--- config.mk ---
export PLATFORM = sky130hd
export DESIGN_NAME = vwarm_throttle
export DESIGN_NICKNAME = d
export VERILOG_FILES = /design/src/rtl/vwt_pkg.sv /design/src/rtl/vwt_phase_fsm.sv /design/src/rtl/vwt_shadow.sv /design/src/rtl/vwt_rate_gate.sv /design/src/rtl/vwarm_throttle.sv
export SDC_FILE = /design/constraint.sdc
export NUM_CORES = 1
export LEC_CHECK = 0
export ABC_CLOCK_PERIOD_IN_PS = 2540
export BUFFER_PORTS_ARGS = -buffer_cell sky130_fd_sc_hd__buf_2
export CORE_MARGIN = 2
export CORE_UTILIZATION = 52
export CTS_CLUSTER_DIAMETER = 30
export DETAILED_ROUTE_END_ITERATION = 7
export PLACE_DENSITY = 0.69
export SYNTH_ARGS = -nofsm -noshare
export SYNTH_HDL_FRONTEND = slang
export SYNTH_SLANG_ARGS = --single-unit
--- constraint.sdc ---
create_clock -name clk -period 2.54 [get_ports clk]
set_input_delay 0.508 -clock clk [delete_from_list [all_inputs] [get_ports clk]]
set_output_delay 0.508 -clock clk [all_outputs]
set_load 0.03 [all_outputs]
--- src/rtl/vwt_pkg.sv ---
package vwt_pkg;
  typedef enum logic [1:0] {
    PH_COLD  = 2'd0,
    PH_TRANS = 2'd1,
    PH_WARM  = 2'd2
  } phase_t;

  typedef enum logic [1:0] {
    VW_NONE = 2'd0,
    VW_128  = 2'd1,
    VW_256  = 2'd2,
    VW_512  = 2'd3
  } vwidth_t;

  function automatic logic is_wide(input logic [1:0] w);
    return (w == VW_256) || (w == VW_512);
  endfunction
endpackage

--- src/rtl/vwt_phase_fsm.sv ---
module vwt_phase_fsm
  import vwt_pkg::*;
#(
  parameter int WARMUP_CYCLES = 56000,
  parameter int IDLE_CYCLES   = 2700000
) (
  input  logic   clk,
  input  logic   rst,
  input  logic   wide_seen,
  output phase_t phase_q,
  output phase_t phase_d
);
  localparam int WW = (WARMUP_CYCLES > 1) ? $clog2(WARMUP_CYCLES) : 1;
  localparam int IW = (IDLE_CYCLES > 1) ? $clog2(IDLE_CYCLES) : 1;
  localparam logic [WW-1:0] WARM_LAST = WW'(WARMUP_CYCLES - 1);
  localparam logic [IW-1:0] IDLE_LAST = IW'(IDLE_CYCLES - 1);

  logic [WW-1:0] warm_cnt_q, warm_cnt_d;
  logic [IW-1:0] idle_cnt_q, idle_cnt_d;
  logic          warm_done, idle_done;

  assign warm_done = (warm_cnt_q >= WARM_LAST);
  assign idle_done = (idle_cnt_q >= IDLE_LAST);

  always_comb begin
    phase_d = phase_q;
    unique case (phase_q)
      PH_COLD:  if (wide_seen) phase_d = PH_TRANS;
      PH_TRANS: if (warm_done) phase_d = PH_WARM;
      PH_WARM:  if (!wide_seen && idle_done) phase_d = PH_COLD;
      default:  phase_d = PH_COLD;
    endcase
  end

  always_comb begin
    warm_cnt_d = '0;
    if (phase_q == PH_TRANS && phase_d == PH_TRANS) warm_cnt_d = warm_cnt_q + 1'b1;
  end

  always_comb begin
    if (wide_seen || phase_d == PH_COLD) idle_cnt_d = '0;
    else if (idle_done)                  idle_cnt_d = idle_cnt_q;
    else                                 idle_cnt_d = idle_cnt_q + 1'b1;
  end

  always_ff @(posedge clk) begin
    if (rst) begin
      phase_q    <= PH_COLD;
      warm_cnt_q <= '0;
      idle_cnt_q <= '0;
    end else begin
      phase_q    <= phase_d;
      warm_cnt_q <= warm_cnt_d;
      idle_cnt_q <= idle_cnt_d;
    end
  end
endmodule

--- src/rtl/vwt_shadow.sv ---
module vwt_shadow
  import vwt_pkg::*;
#(
  parameter int THROTTLE_SPAN = 32
) (
  input  logic   clk,
  input  logic   rst,
  input  logic   trigger,
  input  phase_t phase_d,
  output logic   active_q,
  output logic   active_d
);
  localparam int SW = $clog2(THROTTLE_SPAN + 1);
  localparam logic [SW-1:0] SPAN = SW'(THROTTLE_SPAN);

  logic [SW-1:0] left_q, left_d;

  always_comb begin
    if (phase_d != PH_TRANS) left_d = '0;
    else if (trigger)        left_d = SPAN;
    else if (left_q != '0)   left_d = left_q - 1'b1;
    else                     left_d = '0;
  end

  assign active_d = (left_d != '0);
  assign active_q = (left_q != '0);

  always_ff @(posedge clk) begin
    if (rst) left_q <= '0;
    else     left_q <= left_d;
  end
endmodule

--- src/rtl/vwt_rate_gate.sv ---
module vwt_rate_gate #(
  parameter int THROTTLE_RATIO = 4
) (
  input  logic clk,
  input  logic rst,
  input  logic active_q,
  input  logic active_d,
  output logic dispatch_en
);
  localparam int PW = (THROTTLE_RATIO > 1) ? $clog2(THROTTLE_RATIO) : 1;
  localparam logic [PW-1:0] PH_LAST = PW'(THROTTLE_RATIO - 1);

  logic [PW-1:0] skip_q, skip_d;
  logic          en_d;

  generate
    if (THROTTLE_RATIO <= 1) begin : g_no_skip
      assign skip_d = '0;
      assign en_d   = 1'b1;
    end else begin : g_skip
      always_comb begin
        if (!active_q)            skip_d = '0;
        else if (skip_q == PH_LAST) skip_d = '0;
        else                      skip_d = skip_q + 1'b1;
      end
      assign en_d = !active_d || (skip_d == PH_LAST);
    end
  endgenerate

  always_ff @(posedge clk) begin
    if (rst) begin
      skip_q      <= '0;
      dispatch_en <= 1'b1;
    end else begin
      skip_q      <= skip_d;
      dispatch_en <= en_d;
    end
  end
endmodule

--- src/rtl/vwarm_throttle.sv ---
module vwarm_throttle
  import vwt_pkg::*;
#(
  parameter int WARMUP_CYCLES  = 56000,
  parameter int IDLE_CYCLES    = 2700000,
  parameter int THROTTLE_SPAN  = 32,
  parameter int THROTTLE_RATIO = 4
) (
  input  logic       clk,
  input  logic       rst,
  input  logic       slot_valid,
  input  logic       slot_vec_wr,
  input  logic [1:0] slot_width,
  output logic       dispatch_en,
  output logic [1:0] phase_state
);
  phase_t phase_q, phase_d;
  logic   wide_seen, trigger;
  logic   throttle_on, throttle_next;

  // A slot counts as wide only when valid and its effective width is 256 or more.
  assign wide_seen = slot_valid && is_wide(slot_width);
  // Only a vector-writing slot seen while warming opens the throttle window.
  assign trigger   = (phase_q == PH_TRANS) && slot_valid && (slot_vec_wr || is_wide(slot_width));

  vwt_phase_fsm #(
    .WARMUP_CYCLES(WARMUP_CYCLES),
    .IDLE_CYCLES  (IDLE_CYCLES)
  ) u_fsm (
    .clk      (clk),
    .rst      (rst),
    .wide_seen(wide_seen),
    .phase_q  (phase_q),
    .phase_d  (phase_d)
  );

  vwt_shadow #(
    .THROTTLE_SPAN(THROTTLE_SPAN)
  ) u_shadow (
    .clk     (clk),
    .rst     (rst),
    .trigger (trigger),
    .phase_d (phase_d),
    .active_q(throttle_on),
    .active_d(throttle_next)
  );

  vwt_rate_gate #(
    .THROTTLE_RATIO(THROTTLE_RATIO)
  ) u_gate (
    .clk        (clk),
    .rst        (rst),
    .active_q   (throttle_on),
    .active_d   (throttle_next),
    .dispatch_en(dispatch_en)
  );

  assign phase_state = phase_q;
endmodule

==> results of run 1 <==
## cell families (layout without fill, tap and decap cells)
logic type | after synthesis | count (layout) | share of synthesized area [%]
AO/OA/AOI/OAI | 37 | 37 | 10.8
XOR/XNOR | 31 | 31 | 11.4
adder cells (fa/ha/maj) | 4 | 4 | 2.11
buffers and inverters | 14 | 27 | 3.32
flip-flops | 49 | 49 | 41.3
multiplexers | 1 | 1 | 0.421
AND/OR/NAND/NOR | 135 | 135 | 30.6
## critical path, cell delays in order (launching register included)
cell and delay (ns):
dfxtp_1 0.35, or3_4 0.41, or3_4 0.42, nor3_4 0.47, nor3_2 0.11, o21ai_4 0.16
buf_12 0.17, nor2_1 0.06
## cell type report
type,count,area (µm²),share of cell area (%)
Sequential cell,49,981,37.9
Tap cell,52,65.1,2.52
Inverter,7,26.3,1.02
Timing Repair Buffer,12,85.1,3.29
Multi-Input combinational cell,208,1320,50.9
Clock inverter,3,43.8,1.69
Clock buffer,5,68.8,2.66
## state kept, by name, indices dropped and copies added, names as in the netlist
name and flops:
u_gate.skip_q 2, u_fsm.phase_q 2, u_fsm.idle_cnt_q 22, u_shadow.left_q 6, u_gate.dispatch_en 1, u_fsm.warm_cnt_q 16
## final timing paths
path	from	endpoint	slack, ns	cells past startpoint
max	u_fsm.idle_cnt_q[17]$_SDFFE_PP0N_	u_fsm.idle_cnt_q[6]$_SDFFE_PP0N_	0.28	7
min	rst	u_fsm.phase_q[1]$_SDFF_PP0_	0.45	2
max reg2reg	u_fsm.idle_cnt_q[17]$_SDFFE_PP0N_	u_fsm.idle_cnt_q[6]$_SDFFE_PP0N_	0.28	7
min reg2reg	u_gate.skip_q[0]$_SDFF_PP0_	u_gate.skip_q[0]$_SDFF_PP0_	0.47	1
## per-layer routing
layer  vias up  GRT usage [%]  share of wire (%)
met2        26           29.0                 46
met1       897           23.8                 50
met3         8           4.22                2.7
met4         0           7.13                1.4
met5         -              0                  0
li1        987              -                  -
## through the flow
| step | utilization (%) | cell area (µm²) | worst slack [ns] |
|---|---|---|---|
| floorplan | - | 2380 | 0.497 |
| global placement | 56.4 | 2470 | 0.315 |
| detailed placement | 56.4 | 2470 | 0.298 |
| CTS | 59.0 | 2590 | 0.274 |
| global route | 59.0 | 2590 | 0.155 |
| finish | 59.0 | 2590 | 0.279 |
## cell usage in the layout, fill, tap and decap left out, types with 2 or more instances in the layout
| cell type | instances |
|---|---|
| a21oi_1 | 9 |
| buf_2 | 7 |
| nand4_1 | 5 |
| nand2b_1 | 2 |
| clkbuf_8 | 5 |
| nand2_1 | 12 |
| dfxtp_1 | 49 |
| or3_1 | 3 |
| nor4b_1 | 5 |
| nor3_1 | 15 |
| buf_4 | 4 |
| and3_1 | 7 |
| inv_1 | 7 |
| xor2_1 | 9 |
| xnor2_1 | 22 |
| o21ai_0 | 7 |
| a211oi_1 | 2 |
| o31ai_1 | 2 |
| a31oi_1 | 5 |
| nand3_1 | 20 |
| nor2_1 | 46 |
| and4_1 | 4 |
| ha_1 | 4 |
| a21boi_0 | 2 |
| or3_4 | 3 |
## power by group through the flow
| stage | sequential (mW) | combinational (mW) | clock (mW) |
|---|---|---|---|
| final | 0.784 | 0.0730 | 0.554 |
| after global routing | 0.786 | 0.0818 | 0.610 |
| after CTS | 0.784 | 0.0731 | 0.573 |
| after detailed placement | 0.802 | 0.0730 | 0 |
| after global placement | 0.802 | 0.0721 | 0 |
| after floorplan | 0.805 | 0.0501 | 0 |
==> flow_summary.toml, run 1 <==
[outcome]
outcome = "finished, final reports clean"

[critical_path]
start_kind = "register"
cp_data_required_time_ns = 2.73
worstPathArrival_ns = 2.45
crit_path_end_kind = "register"
criticalPathCategory = "reg2reg"
critPathMaxFanout = 22

[synthesis]
syn_nets = 281
ys_seq_elements = 49
yosysWarnings = 0
synth-main-ff-cell = "dfxtp_1"
async_flop_share_pct = 0
synthCells = 271
synth.top_cell.area_share_pct = 41.3
synth_edf_count = 0
yosysTopAreaCell = "dfxtp_1"
synthTopCellsByArea = "dfxtp_1, xnor2_1, nor2_1"
synth_cell_types = 49
avgSynthCellArea_um2 = 8.77
yosysMostFrequentCell = "dfxtp_1"
syn_area_um2 = 2380
ys_seq_area_share_pct = 41.3
synth_common_cells = "dfxtp_1, nor2_1, xnor2_1"

[clock_tree]
cts_setup_buffers = 0
htree_levels = 2
numCtsBuffers = 5
clock-root-buffer = "clkbuf_8"
clockBufferDepth = 2
clk_pin_slew_worst_paths_ns = 0.09
cts_sinks = 49
cts_resized = 0
cts_tree = "yes"
clk_latency_ns = 0.30
postCtsHoldBufs = 0

[floorplanning]
die_w_um = 71.6
core_area_um2 = 4380
initial_core_util_pct = 54.2
ioPinCount = 9
die_h_um = 71.6
die_area_um2 = 5130
rows = 24

[power]
ir_worst_vdd_v = 0.000344
seqPwrFrac_pct = 55.6
power_density_nw_per_um2 = 546
combPwrFrac_pct = 5.2
p_clk_share_pct = 39.2
leakage_nw = 0.873
p_int_mw = 1.10
switchingPower_uw = 311
power_mw = 1.41
p_sw_share_pct = 22.1

[place]
numPlacedInstances = 328
gp_congestion = 0.793
hpwlAfterDp_um = 3000
port-buffer-count = 7

[global_routing]
grt_max_degree = 23
grt_pass1_vias = 1782
grt_antenna_before_repair = 0
track_usage_pct = 18.1
grt_overflow = 0
grt_first_pass_wirelength_um = 7470

[cells_and_area]
nets = 293
n_fill_cell = 399
instances_no_fill = 336
drive_gt1_share_pct = 10.6
area_growth_pct = 8.85
antenna_cells = 0

[sta]
setup_tns_ns = 0
timing.final.crit_share_pct = 89.0
layout_min_cycle_time_ns = 2.26
worst_hold_slack_ns = 0.449
slew_headroom_pct = 67.1
maxSlewViolCount = 0
finClkSkew_ns = 0.00950
setup_viol = 0
rsz0062_at_grt = "false"
fmax_mhz = 442
final-hold-violation-count = 0
worst_pin_slew_ns = 0.489

[detailed_routing]
wl_per_cell_um = 12.5
vias = 1918
routed_wl_um = 4200
first_pass_iters = 4
ant_nets = 0
via_per_inst = 5.71
drcViolationCount = 0
drtIter0Drc = 106

[run]
maxCapViolCount = 0

[hold_path]
hold_path.class = "in2reg"
(Power assumes the default switching activity.)
==> run 2: changes to the inputs <==
--- a/config.mk
+++ b/config.mk
@@ -5,7 +5,7 @@
 export SDC_FILE = /design/constraint.sdc
 export NUM_CORES = 1
 export LEC_CHECK = 0
-export ABC_CLOCK_PERIOD_IN_PS = 2540
+export ABC_CLOCK_PERIOD_IN_PS = 2500
 export BUFFER_PORTS_ARGS = -buffer_cell sky130_fd_sc_hd__buf_2
 export CORE_MARGIN = 2
 export CORE_UTILIZATION = 52
==> constraint.sdc (replaced) <==
create_clock -name clk -period 2.5 [get_ports clk]
set_input_delay 0.5 -clock clk [delete_from_list [all_inputs] [get_ports clk]]
set_output_delay 0.5 -clock clk [all_outputs]
set_load 0.03 [all_outputs]
==> run 2 against run 1 <==
Core utilization is 0.17 points higher. Routed wire length is 0.33% lower. Final area is 0.29% higher. Sequential cell count stayed put. Sequential share of layout area is 0.11 points lower. Fmax is 2.8% higher. Clock-buffer cell count is 2 higher. First-iteration DRC count is 4.7% higher. Power is 1.4% lower. Non-clock buffer count is 2 higher. Final cell count is 0.60% higher. Global-route usage is 0.61 points lower.
==> flow_summary.toml, run 2 (same netlist as run 1, synthesis figures left out) <==
[critical_path]
cp_common_cell = "or3_4"
rr_startpoint = "u_fsm.idle_cnt_q[17]$_SDFFE_PP0N_"
worstPathArrival_ns = 2.40
path_buf_inv = 1
critPathMaxFanout = 22
crit_chain = "or3_4 > or3_4 > nor3_4 > nor3_2 > o21ai_4 > buf_12 > nor2_1"
path_delay_family = "simple AND/OR/NAND/NOR gates"
reg2reg_to = "u_fsm.idle_cnt_q[7]$_SDFFE_PP0N_"
cp_data_required_time_ns = 2.70
rrSetupSlack_ns = 0.30
cp_slowest_cell = "or3_4"
criticalPathCategory = "reg2reg"
crit_path_end_kind = "register"
rr_worst_depth = 7
critPathMaxStageDelay_ns = 0.42
start_kind = "register"

[sta]
finClkSkew_ns = 0.00488
setup_viol = 0
layout_min_cycle_time_ns = 2.20
maxSlewViolCount = 0
worst_pin_slew_ns = 0.425
setup_tns_ns = 0
slew_headroom_pct = 71.4
fin_ws_ns = 0.301
timing.final.crit_share_pct = 88.0
rsz0062_at_grt = "false"
final-hold-violation-count = 0
fmax_mhz = 455

[floorplanning]
rows = 24
die_w_um = 71.6
ioPinCount = 9
die_h_um = 71.6
die_area_um2 = 5130
initial_core_util_pct = 54.2
core_area_um2 = 4380

[cells_and_area]
design_area_um2 = 2590
multiInputGateArea_um2 = 1320
layout_common_cells = "dfxtp_1, nor2_1, xnor2_1"
regMostFlops = "u_fsm.idle_cnt_q"
final_common_cell = "dfxtp_1"
area_growth_pct = 9.16
nets = 295
instances_no_fill = 338
largest_register_ffs = 22
seqCellArea_um2 = 981
antenna_cells = 0
drive_gt1_share_pct = 11.2
reg.largest.list = "u_fsm.idle_cnt_q: 22 flops, u_fsm.warm_cnt_q: 16 flops, u_shadow.left_q: 6 flops"
n_fill_cell = 394

[detailed_routing]
wirelength_met1_um = 2070
drcViolationCount = 0
wl_met3_um = 98
first_pass_iters = 4
ant_nets = 0
vias = 1879
via_per_inst = 5.56
routed_wl_um = 4190
wl_per_cell_um = 12.4
drtIter0Drc = 111
top_layer = "met4"
met2_length_um = 1950

[clock_tree]
postCtsHoldBufs = 0
cts_sinks = 49
htree_levels = 2
cts_setup_buffers = 0
numCtsBuffers = 5
cts_tree = "yes"
clk_latency_ns = 0.30
cts_resized = 0
clk_pin_slew_worst_paths_ns = 0.09
clock-root-buffer = "clkbuf_8"
clockBufferDepth = 2

[power]
leakage_nw = 0.879
switchingPower_uw = 317
ir_worst_vdd_v = 0.000311
power_density_nw_per_um2 = 536
p_sw_share_pct = 22.8
p_int_mw = 1.07
seqPwrFrac_pct = 57.3
combPwrFrac_pct = 5.4
p_clk_share_pct = 37.3
power_mw = 1.39

[hold_path]
whs_endpoint = "u_fsm.phase_q[1]$_SDFF_PP0_"
hold_path_depth = 2
min_from = "rst"
hold_path.class = "in2reg"

[run]
maxCapViolCount = 0

[place]
place_area_um2 = 2490
numPlacedInstances = 330
port-buffer-count = 7
hpwlAfterDp_um = 3010
gp_congestion = 0.816
dp_slack_ns = 0.305

[global_routing]
track_usage_pct = 17.5
grt_max_degree = 23
grt_antenna_before_repair = 0
grt_first_pass_wirelength_um = 7310
grt_pass1_vias = 1704
grt_overflow = 0

[outcome]
outcome = "finished, final reports clean"
## run 2: cell count changes in the layout (fill, tap and decap cells not counted), sizes merged
cell	delta
clkinv	-1
bufinv	-1
buf	+2
clkbuf	+2
## run 2: worst register-to-register path, cell delays in order, from the launching register on
cell and delay (ns):
dfxtp_1 0.36, or3_4 0.41, or3_4 0.42, nor3_4 0.40
nor3_2 0.12, o21ai_4 0.16, buf_12 0.17, nor2_1 0.07
## run 2: how the worst max path moves through the flow
stage	from	end	slack (ns)	depth (start not counted)
5_1_grt	u_fsm.idle_cnt_q[17]$_SDFFE_PP0N_	u_fsm.idle_cnt_q[17]$_SDFFE_PP0N_	0.19	7
3_3_place_gp	u_fsm.idle_cnt_q[17]$_SDFFE_PP0N_	u_fsm.idle_cnt_q[14]$_SDFFE_PP0N_	0.33	7
6_report	u_fsm.idle_cnt_q[17]$_SDFFE_PP0N_	u_fsm.idle_cnt_q[7]$_SDFFE_PP0N_	0.30	7
4_1_cts	u_fsm.idle_cnt_q[17]$_SDFFE_PP0N_	u_fsm.idle_cnt_q[14]$_SDFFE_PP0N_	0.29	7
3_5_place_dp	u_fsm.idle_cnt_q[17]$_SDFFE_PP0N_	u_fsm.idle_cnt_q[8]$_SDFFE_PP0N_	0.30	7
2_1_floorplan	u_fsm.idle_cnt_q[17]$_SDFFE_PP0N_	u_fsm.idle_cnt_q[16]$_SDFFE_PP0N_	0.46	7
## run 2: final cells by class
class                           count  area share, %
Multi-Input combinational cell    208           50.7
Timing Repair Buffer               14           3.86
Tap cell                           52           2.51
Sequential cell                    49           37.8
Inverter                            7           1.01
Clock buffer                        7           3.71
Clock inverter                      1          0.338
## run 2: power by group through the flow
stage | Sequential (mW) | Clock [mW] | Combinational, mW
after global placement | 0.815 | 0 | 0.0754
final | 0.797 | 0.519 | 0.0758
after CTS | 0.797 | 0.535 | 0.0762
after detailed placement | 0.815 | 0 | 0.0760
after global routing | 0.799 | 0.568 | 0.0857
after floorplan | 0.818 | 0 | 0.0510
## run 2: routing by layer
layer	up-vias	global-route usage, %
met5	-	0
met4	0	5.66
met3	4	4.22
met2	17	28.8
met1	867	22.7
li1	991	-
## run 2: per-stage QoR
stage,util [%],hold slack [ns]
finish,59.2,0.443
global route,59.2,0.451
CTS,59.2,0.432
detailed placement,56.8,0.457
global placement,56.8,0.447
floorplan,-,0.427
==> run 3: changes to the inputs <==
--- a/config.mk
+++ b/config.mk
@@ -7,6 +7,7 @@
 export LEC_CHECK = 0
 export ABC_CLOCK_PERIOD_IN_PS = 2500
 export BUFFER_PORTS_ARGS = -buffer_cell sky130_fd_sc_hd__buf_2
+export CORE_ASPECT_RATIO = 0.7
 export CORE_MARGIN = 2
 export CORE_UTILIZATION = 52
 export CTS_CLUSTER_DIAMETER = 30
==> run 3 against run 2 <==
Critical path depth stayed put. Global-route usage up 0.36 points. Critical endpoint unchanged. Largest power group unchanged. Register-to-register slack got worse by 0.13 ns.
==> flow_summary.toml, run 3 (same netlist as run 1, synthesis figures left out) <==
[detailed_routing]
routed_wl_um = 4310
drcViolationCount = 0
vias = 1891
wl_per_cell_um = 12.7
first_pass_iters = 4
ant_nets = 0
via_per_inst = 5.58
drtIter0Drc = 73

[critical_path]
crit_path_end_kind = "register"
critPathMaxFanout = 22
criticalPathCategory = "reg2reg"
rrSetupSlack_ns = 0.17
start_kind = "register"
reg2reg_to = "u_fsm.idle_cnt_q[7]$_SDFFE_PP0N_"
rr_worst_depth = 7
worstPathArrival_ns = 2.52
crit_start = "u_fsm.idle_cnt_q[17]$_SDFFE_PP0N_"
rr_startpoint = "u_fsm.idle_cnt_q[17]$_SDFFE_PP0N_"
cp_data_required_time_ns = 2.69

[sta]
maxSlewViolCount = 0
setup_viol = 0
slew_headroom_pct = 60.7
setup_tns_ns = 0
fmax_mhz = 429
final-hold-violation-count = 0
worst_pin_slew_ns = 0.589
layout_min_cycle_time_ns = 2.33
finClkSkew_ns = 0.00552
timing.final.crit_share_pct = 93.3
rsz0062_at_grt = "false"

[place]
place_area_um2 = 2480
port-buffer-count = 7
hpwlAfterDp_um = 3120
gp_congestion = 0.858

[clock_tree]
postCtsHoldBufs = 0
clockBufferDepth = 2
cts_setup_buffers = 0
clk_latency_ns = 0.29
numCtsBuffers = 5
cts_tree = "yes"
cts_resized = 0
clk_pin_slew_worst_paths_ns = 0.09
clock-root-buffer = "clkbuf_8"
htree_levels = 2
cts_sinks = 49

[hold_path]
min_from = "rst"
hold_path.class = "in2reg"
whs_endpoint = "u_fsm.phase_q[1]$_SDFF_PP0_"
hold_path_depth = 2

[power]
power_density_nw_per_um2 = 514
ir_worst_vdd_v = 0.000262
leakage_nw = 0.859

[run]
maxCapViolCount = 0

[cells_and_area]
area_growth_pct = 7.74
final_common_cell = "dfxtp_1"
reg.largest.list = "u_fsm.idle_cnt_q: 22 flops, u_fsm.warm_cnt_q: 16 flops, u_shadow.left_q: 6 flops"
drive_gt1_share_pct = 10.2
n_fill_cell = 409
antenna_cells = 0
nets = 293
largest_register_ffs = 22
regMostFlops = "u_fsm.idle_cnt_q"
layout_common_cells = "dfxtp_1, nor2_1, xnor2_1"
design_area_um2 = 2560

[global_routing]
grt_overflow = 0
grt_antenna_before_repair = 0
track_usage_pct = 17.9
grt_pass1_vias = 1635
grt_first_pass_wirelength_um = 7400
grtUsageMet3_pct = 4.63
grt_max_degree = 23
grt_util_met2_pct = 26.5
busiest_layer = "met2"
grt_use_met1_pct = 26.3

[floorplanning]
core_area_um2 = 4350
die_h_um = 60.6
initial_core_util_pct = 54.6
die_area_um2 = 5130
die_w_um = 84.8
rows = 20
ioPinCount = 9

[outcome]
outcome = "finished, final reports clean"
## run 3: changes by cell type in the layout (fill, tap and decap cells not counted), sizes merged
cell,change
inv,-1
clkbuf,-1
buf,-2
clkinv,+2
## run 3: worst max path at each step
stage,endpoint,slack [ns],depth (start not counted)
2_1_floorplan,u_fsm.idle_cnt_q[16]$_SDFFE_PP0N_,0.46,7
3_3_place_gp,u_fsm.idle_cnt_q[7]$_SDFFE_PP0N_,0.20,7
3_5_place_dp,u_fsm.idle_cnt_q[7]$_SDFFE_PP0N_,0.19,7
4_1_cts,u_fsm.idle_cnt_q[7]$_SDFFE_PP0N_,0.17,7
5_1_grt,u_fsm.idle_cnt_q[2]$_SDFFE_PP0N_,0.08,7
6_report,u_fsm.idle_cnt_q[7]$_SDFFE_PP0N_,0.17,7
## run 3: final cells by class
| type | instances | area [µm²] | share of cell area, % |
|---|---|---|---|
| well taps | 55 | 68.8 | 2.69 |
| inverters | 7 | 26.3 | 1.03 |
| clock buffers | 6 | 72.6 | 2.83 |
| multi-input cells | 208 | 1320 | 51.4 |
| repair buffers | 12 | 85.1 | 3.32 |
| clock inverters | 2 | 10.0 | 0.391 |
| flip-flops and latches | 49 | 981 | 38.3 |
## run 3: report_power, final
part | leakage [nW] | internal (mW) | switching [mW]
sequential | 0.395 | 0.788 | 0.00854
clock | 0.0450 | 0.194 | 0.249
combinational | 0.419 | 0.0289 | 0.0474
## run 3: per-stage QoR
stage               worst slack [ns]  utilization (%)  hold slack [ns]  cells  power, mW
CTS                            0.166             58.8            0.457    339       1.34
global placement               0.197             56.9            0.447    331      0.890
detailed placement             0.191             56.9            0.455    331      0.891
floorplan                      0.457                -            0.427    271      0.869
global route                  0.0798             58.8            0.459    339       1.38
finish                         0.167             58.8            0.463    339       1.32
## run 3: worst max-delay path, stage by stage (launching register included)
cell     delay, ns
dfxtp_1       0.36
or3_4         0.41
or3_4         0.43
o21ai_2       0.49
nor3_2        0.13
o21ai_4       0.17
buf_12        0.17
nor2_1        0.06
## run 3: layer usage
| layer | up-vias | part of all wire (%) |
|---|---|---|
| li1 | 990 | - |
| met2 | 23 | 40 |
| met1 | 871 | 56 |
| met3 | 7 | 3.0 |
| met4 | 0 | 0.83 |
| met5 | - | 0 |
